[src/rtl/rtf_pkg.sv]
package rtf_pkg;
  // Error tag kept beside every stored byte; bit 0 is overrun.
  typedef struct packed {
    logic brk;
    logic frm;
    logic par;
    logic ovr;
  } errTag_t;

  // Strobes from control to datapath.
  typedef struct packed {
    logic flush;
    logic push;
    logic pop;
    logic tagOvr;
  } strobe_t;
endpackage

[src/rtl/rtf_ctrl.sv]
module rtf_ctrl
  import rtf_pkg::*;
#(
  parameter int DEPTH = 16,
  localparam int CW = $clog2(DEPTH + 1)
) (
  input  logic          clk,
  input  logic          rstN,
  input  logic          fifoEn,
  input  logic          swReset,
  input  logic [CW-1:0] trigLevel,
  input  logic          rxValid,
  input  logic          rdEn,
  input  logic          errRdEn,
  input  errTag_t       headTag,
  output strobe_t       strobe,
  output logic [CW-1:0] fill,
  output logic          full,
  output logic          rxReady,
  output logic          rxIrq,
  output logic [3:0]    errStatus
);
  logic [CW-1:0] count;
  logic [CW-1:0] capacity;
  logic          directOvr;
  logic [3:0]    statusNext;

  assign capacity = fifoEn ? CW'(DEPTH) : CW'(1);
  assign full     = (count >= capacity);
  assign fill     = count;
  assign rxReady  = (count != '0);
  assign rxIrq    = rxReady && (!fifoEn || (count >= trigLevel));

  always_comb begin
    strobe.flush  = swReset;
    strobe.pop    = !swReset && rdEn && rxReady;
    strobe.push   = !swReset && rxValid && !full;
    strobe.tagOvr = !swReset && rxValid && full && fifoEn;
    directOvr     = !swReset && rxValid && full && !fifoEn;
  end

  always_ff @(posedge clk or negedge rstN) begin
    if (!rstN) begin
      count <= '0;
    end else if (strobe.flush) begin
      count <= '0;
    end else begin
      case ({strobe.push, strobe.pop})
        2'b10:   count <= count + CW'(1);
        2'b01:   count <= count - CW'(1);
        default: count <= count;
      endcase
    end
  end

  // Clear-on-read status; merges from the same edge win over the clear.
  always_comb begin
    statusNext = errRdEn ? 4'b0000 : errStatus;
    if (strobe.pop) statusNext = statusNext | headTag;
    if (directOvr)  statusNext[0] = 1'b1;
  end

  always_ff @(posedge clk or negedge rstN) begin
    if (!rstN) errStatus <= '0;
    else       errStatus <= statusNext;
  end
endmodule

[src/rtl/rtf_data.sv]
module rtf_data
  import rtf_pkg::*;
#(
  parameter int DEPTH  = 16,
  parameter int DATA_W = 8,
  localparam int AW = (DEPTH > 1) ? $clog2(DEPTH) : 1
) (
  input  logic              clk,
  input  logic              rstN,
  input  strobe_t           strobe,
  input  logic [DATA_W-1:0] wrData,
  input  errTag_t           wrTag,
  output logic [DATA_W-1:0] rdData,
  output errTag_t           headTag
);
  logic [DATA_W-1:0] dataMem [DEPTH];
  errTag_t           tagMem  [DEPTH];
  logic [AW-1:0]     wrPtr;
  logic [AW-1:0]     rdPtr;
  logic [AW-1:0]     lastPtr;

  function automatic logic [AW-1:0] nextPtr(input logic [AW-1:0] p);
    return (p == AW'(DEPTH - 1)) ? '0 : p + AW'(1);
  endfunction

  assign lastPtr = (wrPtr == '0) ? AW'(DEPTH - 1) : wrPtr - AW'(1);
  assign rdData  = dataMem[rdPtr];
  assign headTag = tagMem[rdPtr];

  always_ff @(posedge clk or negedge rstN) begin
    if (!rstN) begin
      wrPtr <= '0;
      rdPtr <= '0;
    end else if (strobe.flush) begin
      wrPtr <= '0;
      rdPtr <= '0;
    end else begin
      if (strobe.push) wrPtr <= nextPtr(wrPtr);
      if (strobe.pop)  rdPtr <= nextPtr(rdPtr);
    end
  end

  // Push and overrun tagging never coincide: one needs room, the other a full store.
  always_ff @(posedge clk) begin
    if (strobe.push) begin
      dataMem[wrPtr] <= wrData;
      tagMem[wrPtr]  <= wrTag;
    end
    if (strobe.tagOvr) tagMem[lastPtr].ovr <= 1'b1;
  end
endmodule

[src/rtl/rx_tag_fifo.sv]
module rx_tag_fifo
  import rtf_pkg::*;
#(
  parameter int DEPTH  = 16,
  parameter int DATA_W = 8,
  localparam int CW = $clog2(DEPTH + 1)
) (
  input  logic              clk,
  input  logic              rstN,
  input  logic              fifoEn,
  input  logic              swReset,
  input  logic [CW-1:0]     trigLevel,
  input  logic              rxValid,
  input  logic [DATA_W-1:0] rxData,
  input  logic [2:0]        rxErr,
  input  logic              rdEn,
  output logic [DATA_W-1:0] rdData,
  input  logic              errRdEn,
  output logic [3:0]        errStatus,
  output logic              rxReady,
  output logic              rxIrq,
  output logic [CW-1:0]     fill,
  output logic              full
);
  strobe_t strobe;
  errTag_t headTag;
  errTag_t wrTag;

  assign wrTag = '{brk: rxErr[2], frm: rxErr[1], par: rxErr[0], ovr: 1'b0};

  rtf_ctrl #(.DEPTH(DEPTH)) u_ctrl (
    .clk(clk), .rstN(rstN), .fifoEn(fifoEn), .swReset(swReset),
    .trigLevel(trigLevel), .rxValid(rxValid), .rdEn(rdEn), .errRdEn(errRdEn),
    .headTag(headTag), .strobe(strobe), .fill(fill), .full(full),
    .rxReady(rxReady), .rxIrq(rxIrq), .errStatus(errStatus)
  );

  rtf_data #(.DEPTH(DEPTH), .DATA_W(DATA_W)) u_data (
    .clk(clk), .rstN(rstN), .strobe(strobe), .wrData(rxData),
    .wrTag(wrTag), .rdData(rdData), .headTag(headTag)
  );
endmodule

[config.mk]
export PLATFORM = sky130hd
export DESIGN_NAME = rx_tag_fifo
export DESIGN_NICKNAME = d
export VERILOG_FILES = /design/src/rtl/rtf_pkg.sv /design/src/rtl/rtf_ctrl.sv /design/src/rtl/rtf_data.sv /design/src/rtl/rx_tag_fifo.sv
export SDC_FILE = /design/constraint.sdc
export NUM_CORES = 1
export LEC_CHECK = 0
export BUFFER_PORTS_ARGS = -buffer_cell sky130_fd_sc_hd__buf_2
export CAP_MARGIN = 40
export CORE_UTILIZATION = 45
export DETAILED_ROUTE_END_ITERATION = 7
export PLACE_DENSITY = 0.64
export SYNTH_ARGS = -nofsm -noshare
export SYNTH_HDL_FRONTEND = slang
export SYNTH_SLANG_ARGS = --single-unit
[constraint.sdc]
create_clock -name clk -period 3.6 [get_ports clk]
set_input_delay 0.54 -clock clk [delete_from_list [all_inputs] [get_ports clk]]
set_output_delay 0.54 -clock clk [all_outputs]
set_load 0.05 [all_outputs]
==> results_dict.tcl, run 1 <==
set metrics [dict create \
    run_status "complete, no violations" \
    routed-via-count 4916 \
    hold_end "u_ctrl.errStatus[2]" \
    p_leak_nw 3.42 \
    r2r_start "u_ctrl.fill[0]" \
    rows 51 \
    die_y_um 143 \
    nFillCells 1550 \
    place_ws_ps 427 \
    final_cell_area_um2 10300 \
    grt_pass1_vias 5059 \
    die_w_um 143 \
    gp_congestion 0.783 \
    cp_max_fo 21 \
    holdWs_ps 325 \
    avgSynthCellArea_um2 17.4 \
    ys_types 54 \
    synthMostInstantiatedCell "edfxtp_1" \
    synth-main-ff-cell "edfxtp_1" \
    reg2reg_slack_ps 500 \
    clockBufferDepth 3 \
    synth_common_cells "edfxtp_1 (192), nor2_1 (62), mux4_2 (56)" \
    port_buffers 42 \
    drtIter0Drc 375 \
    worstSetupStartpointType "flop" \
    min_period_ps 3300 \
    skew_ps 9.67 \
    antenna_found_initial 0 \
    min_from "errRdEn" \
    core_um2 19500 \
    cts_num_sinks 209 \
    h-tree-depth 1 \
    crit_type "flop to output pin" \
    ys_seq_area_frac 0.691 \
    min_path_type "primary input to flop" \
    die_area_um2 20500 \
    combPwrFrac 0.241 \
    fin_tns_setup_ps 0 \
    synthArstFlopShare 0.0813 \
    grt_max_degree 41 \
    cp.arrival_ps 2760 \
    ir_drop_v 0.000544 \
    worst_r2r_path_depth 8 \
    tightest_slew_ps 808 \
    end_kind "output pin" \
    yosys.area.top_type "edfxtp_1" \
    swShare 0.294 \
    worst_slack_ps 302 \
    reg2reg_to "u_data.tagMem[5][2]" \
    area_growth_pct 15.3 \
    clkLatencyLatePin_ps 490 \
    finalHoldViolCount 0 \
    grt_overflow 0 \
    clock-root-buffer "clkbuf_16" \
    syn-num-nets 553 \
    relSlewSlack 0.447 \
    p_seq_frac 0.431 \
    ant_nets 0 \
    synthCells 516 \
    routed_wl_mm 18.6 \
    p_per_area_nw_per_um2 649 \
    synth_edf_count 192 \
    cts_tree "done" \
    placed_area_um2 9600 \
    wl_per_cell_um 21.4 \
    timing.final.crit_share 0.916 \
    rsz0062_at_grt "no" \
    drc 0 \
    cts_made_buffers 23 \
    netSwitchingPower_mw 1.97 \
    dp_hpwl_mm 12.2 \
    ys_ff_latch 209 \
    num-nets-final 622 \
    io_pins 43 \
    hold_path_depth 2 \
    grt_usage 0.188 \
    p_clk_frac 0.328 \
    setup_viol 0 \
    fmax_mhz 303 \
    internal_power_mw 4.74 \
    clk_pin_slew_ps 60 \
    diodes 0 \
    drv_cap 0 \
    synth_area_leaders "edfxtp_1 (64%), mux4_2 (14%), dfrtp_1 (4.7%)" \
    initial_core_util 0.460 \
    avgViaCountPerCell 5.67 \
    slew_viol_final 0 \
    synth.top_cell.area_share 0.644 \
    syn_area_um2 8960 \
    grt_first_pass_wirelength_mm 28.4 \
    synth_warnings 0 \
    worstPathRequired_ps 3060 \
    first_pass_iters 5 \
    drive_gt1_frac 0.289 \
]
power by group through the flow:
stage	Sequential (mW)	Combinational, mW	Clock [mW]
6_report	2.89	1.61	2.20
4_1_cts	2.90	1.63	2.25
2_1_floorplan	2.95	1.22	0
3_5_place_dp	2.95	1.63	0
5_1_grt	2.91	1.74	2.34
3_3_place_gp	2.94	1.60	0
routing by layer:
metal | share of wire | track usage | vias up
met1 | 0.42 | 0.256 | 2552
met5 | 0 | 0 | -
met3 | 0.060 | 0.0292 | 31
met4 | 0.016 | 0.0577 | 0
li1 | - | - | 2169
met2 | 0.50 | 0.313 | 164
worst max path at each step:
stage	slack [ps]	cells after the start	end	startpoint
after floorplan	580	7	u_data.tagMem[0][0]	u_ctrl.fill[0]
after global placement	640	9	u_data.tagMem[5][1]	fifoEn
after detailed placement	430	9	u_data.tagMem[5][3]	fifoEn
after CTS	240	4	rdData[7]	u_data.rdPtr[0]
after global routing	180	4	rdData[7]	u_data.rdPtr[0]
final	300	4	rdData[7]	u_data.rdPtr[0]
final cells by class:
type                    instances  area (um2)  share of cell area
repair buffers                 69         428              0.0414
inverters                      16        60.1             0.00581
flip-flops and latches        209        6200               0.600
clock inverters                12         118              0.0114
multi-input cells             266        2600               0.251
well taps                     265         332              0.0321
clock buffers                  30         602              0.0582
cell usage in the layout, fill, tap and decap left out, types with 3 or more instances in the layout:
cell / netlist / routed
a21oi_1: 13 / 13
buf_4: 2 / 25
a31oi_1: 4 / 4
buf_2: 7 / 42
nor4_1: 3 / 3
mux2_2: 5 / 5
inv_1: 15 / 15
nor3_1: 4 / 4
nand2_1: 29 / 29
mux4_2: 56 / 56
nor2_1: 62 / 62
nand3_1: 7 / 7
ha_1: 14 / 14
dfrtp_1: 17 / 15
clkbuf_16: 0 / 23
xnor2_1: 3 / 3
mux2i_1: 9 / 9
clkinv_1: 0 / 4
nor2b_1: 3 / 3
nand2b_1: 5 / 5
o221ai_1: 3 / 3
clkbuf_1: 16 / 7
o21ai_0: 5 / 5
and2_1: 4 / 4
edfxtp_1: 192 / 192
kinds of logic (layout without fill, tap and decap cells):
| group | count (synthesis) | after routing | share of synthesized area |
|---|---|---|---|
| AO/OA/AOI/OAI | 42 | 42 | 0.0353 |
| multiplexers | 72 | 72 | 0.160 |
| AND/OR/NAND/NOR | 133 | 133 | 0.0705 |
| flip-flops | 209 | 209 | 0.691 |
| adder cells (fa/ha/maj) | 14 | 14 | 0.0196 |
| buffers and inverters | 41 | 127 | 0.0190 |
| XOR/XNOR | 5 | 5 | 0.00489 |
repair_timing:
item,in CTS,in global routing
endpoints found under the hold margin,17,0
gates resized for setup,0,0
hold buffers,1,0
setup buffers,0,0
critical path, stage by stage (launching register included):
cell	delay [ps]
dfrtp_4	700
buf_4	310
mux4_2	540
mux4_2	470
buf_2	230
through the flow:
step | util | power [mW] | std cells
finish | 0.531 | 6.71 | 867
global route | 0.531 | 6.99 | 867
CTS | 0.531 | 6.77 | 867
detailed placement | 0.493 | 4.57 | 824
global placement | 0.493 | 4.54 | 824
floorplan | - | 4.17 | 516
flip-flops by register name (all words and copies together) (netlist names):
| signal | count |
|---|---|
| u_data.wrPtr | 4 |
| u_data.tagMem | 64 |
| u_data.dataMem | 128 |
| u_ctrl.errStatus | 4 |
| u_ctrl.fill | 5 |
| u_data.rdPtr | 4 |
(Power assumes the default switching activity.)
==> run 2: changes to the inputs <==
CORE_ASPECT_RATIO = 0.9   (was default)
==> results_dict.tcl, run 2 (synthesis results as in run 1) <==
set metrics [dict create \
    run_status "complete, no violations" \
    cp_max_fo 20 \
    largest_reg_flops 128 \
    io_pins 43 \
    crit_type "flop to output pin" \
    routed_wl_mm 17.7 \
    port_buffers 42 \
    grt_first_pass_wirelength_mm 27.4 \
    worstSetupStartpointType "flop" \
    end_kind "output pin" \
    drive_gt1_frac 0.299 \
    min_path_type "primary input to flop" \
    clkLatencyLatePin_ps 490 \
    antenna_found_initial 0 \
    grt_max_degree 36 \
    die_w_um 151 \
    rows 48 \
    postCtsSetupBuffers 0 \
    grt_overflow 0 \
    timing.final.crit_share 0.901 \
    initial_core_util 0.463 \
    worstPathRequired_ps 3060 \
    p_total_mw 7.04 \
    h-tree-depth 1 \
    cts_num_sinks 209 \
    first_pass_iters 4 \
    slew_viol_final 0 \
    p_leak_nw 3.45 \
    utilization 0.539 \
    tightest_slew_ps 731 \
    cts_resized 0 \
    drtIter0Drc 456 \
    rsz0062_at_grt "no" \
    clk_pin_slew_ps 60 \
    area_growth_pct 16.3 \
    cts_made_buffers 22 \
    finalHoldViolCount 0 \
    die_area_um2 20500 \
    dp_hpwl_mm 11.9 \
    clock-root-buffer "clkbuf_16" \
    p_per_area_nw_per_um2 675 \
    fmax_mhz 308 \
    grt_usage 0.180 \
    grt_pass1_vias 5002 \
    final_common_cell "edfxtp_1" \
    final_cell_mix "edfxtp_1 (192), nor2_1 (62), mux4_2 (56), buf_2 (42), nand2_1 (29)" \
    ir_drop_v 0.000633 \
    drc 0 \
    relSlewSlack 0.512 \
    cts_tree "done" \
    gp_congestion 0.743 \
    num-nets-final 619 \
    avgViaCountPerCell 5.73 \
    cp.arrival_ps 2700 \
    routed-via-count 4856 \
    drv_cap 0 \
    holdWs_ps 337 \
    wl_per_cell_um 20.9 \
    fin_tns_setup_ps 0 \
    regMostFlops "u_data.dataMem" \
    ant_nets 0 \
    die_y_um 136 \
    core_um2 19300 \
    min_period_ps 3240 \
    clockBufferDepth 3 \
    setup_viol 0 \
    diodes 0 \
    skew_ps 9.66 \
]
run 2: changes by cell type in the layout (fill, tap and decap cells not counted), moves of 2 or more:
| cell | delta |
|---|---|
| clkinv_1 | -4 |
| clkbuf_1 | -6 |
| clkinvlp_4 | +2 |
| buf_4 | -5 |
| bufinv_16 | +3 |
run 2: cell type report:
type / count / area [um2]
Clock inverter: 16 / 241
Multi-Input combinational cell: 266 / 2600
Inverter: 16 / 60.1
Clock buffer: 24 / 579
Timing Repair Buffer: 67 / 429
Fill cell: 1522 / 8920
Tap cell: 250 / 313
Sequential cell: 209 / 6200
run 2: metrics by stage:
step / area [um2] / cells / worst slack (ps)
final: 10400 / 848 / 355
after global routing: 10400 / 848 / 232
after CTS: 10400 / 848 / 293
after detailed placement: 9590 / 807 / 452
after global placement: 9570 / 805 / 629
after floorplan: 8960 / 516 / 580
run 2: power by group:
part	internal (mW)	switching (mW)	leakage [nW]
Clock	1.54	0.938	0.388
Sequential	2.74	0.131	1.96
Combinational	0.679	1.00	1.10
run 2: path summary, 6_finish.rpt:
path                                startpoint                   to  depth (start not counted)  slack [ps]
max in group asynchronous                 rstN      u_data.rdPtr[0]                          2        2710
min in group asynchronous                 rstN       u_ctrl.fill[4]                          2         530
hold / removal                         errRdEn  u_ctrl.errStatus[3]                          2         340
setup reg to reg                u_ctrl.fill[0]  u_data.tagMem[7][3]                          8         540
hold reg to reg            u_ctrl.errStatus[0]  u_ctrl.errStatus[0]                          2         550
setup / recovery               u_data.rdPtr[0]            rdData[0]                          4         360
run 2: critical path, cell delays in order, from the launching register on:
cell and delay, ps:
dfrtp_4 610, buf_12 250, mux4_2 580, mux4_2 510, buf_2 230
run 2: timing repair:
| action | 4_1_cts | 5_1_grt |
|---|---|---|
| endpoints found under the hold margin | 17 | 0 |
| hold buffers | 1 | 0 |
| setup endpoints to repair | 0 | 0 |
run 2: layer usage:
metal	share of wire	up-vias	routed length, um	global-route usage
met5	0	-	0	0
met4	0.013	0	226	0.0439
met1	0.45	2536	7960	0.260
met2	0.48	123	8510	0.289
met3	0.059	21	1040	0.0272
li1	-	2176	-	-
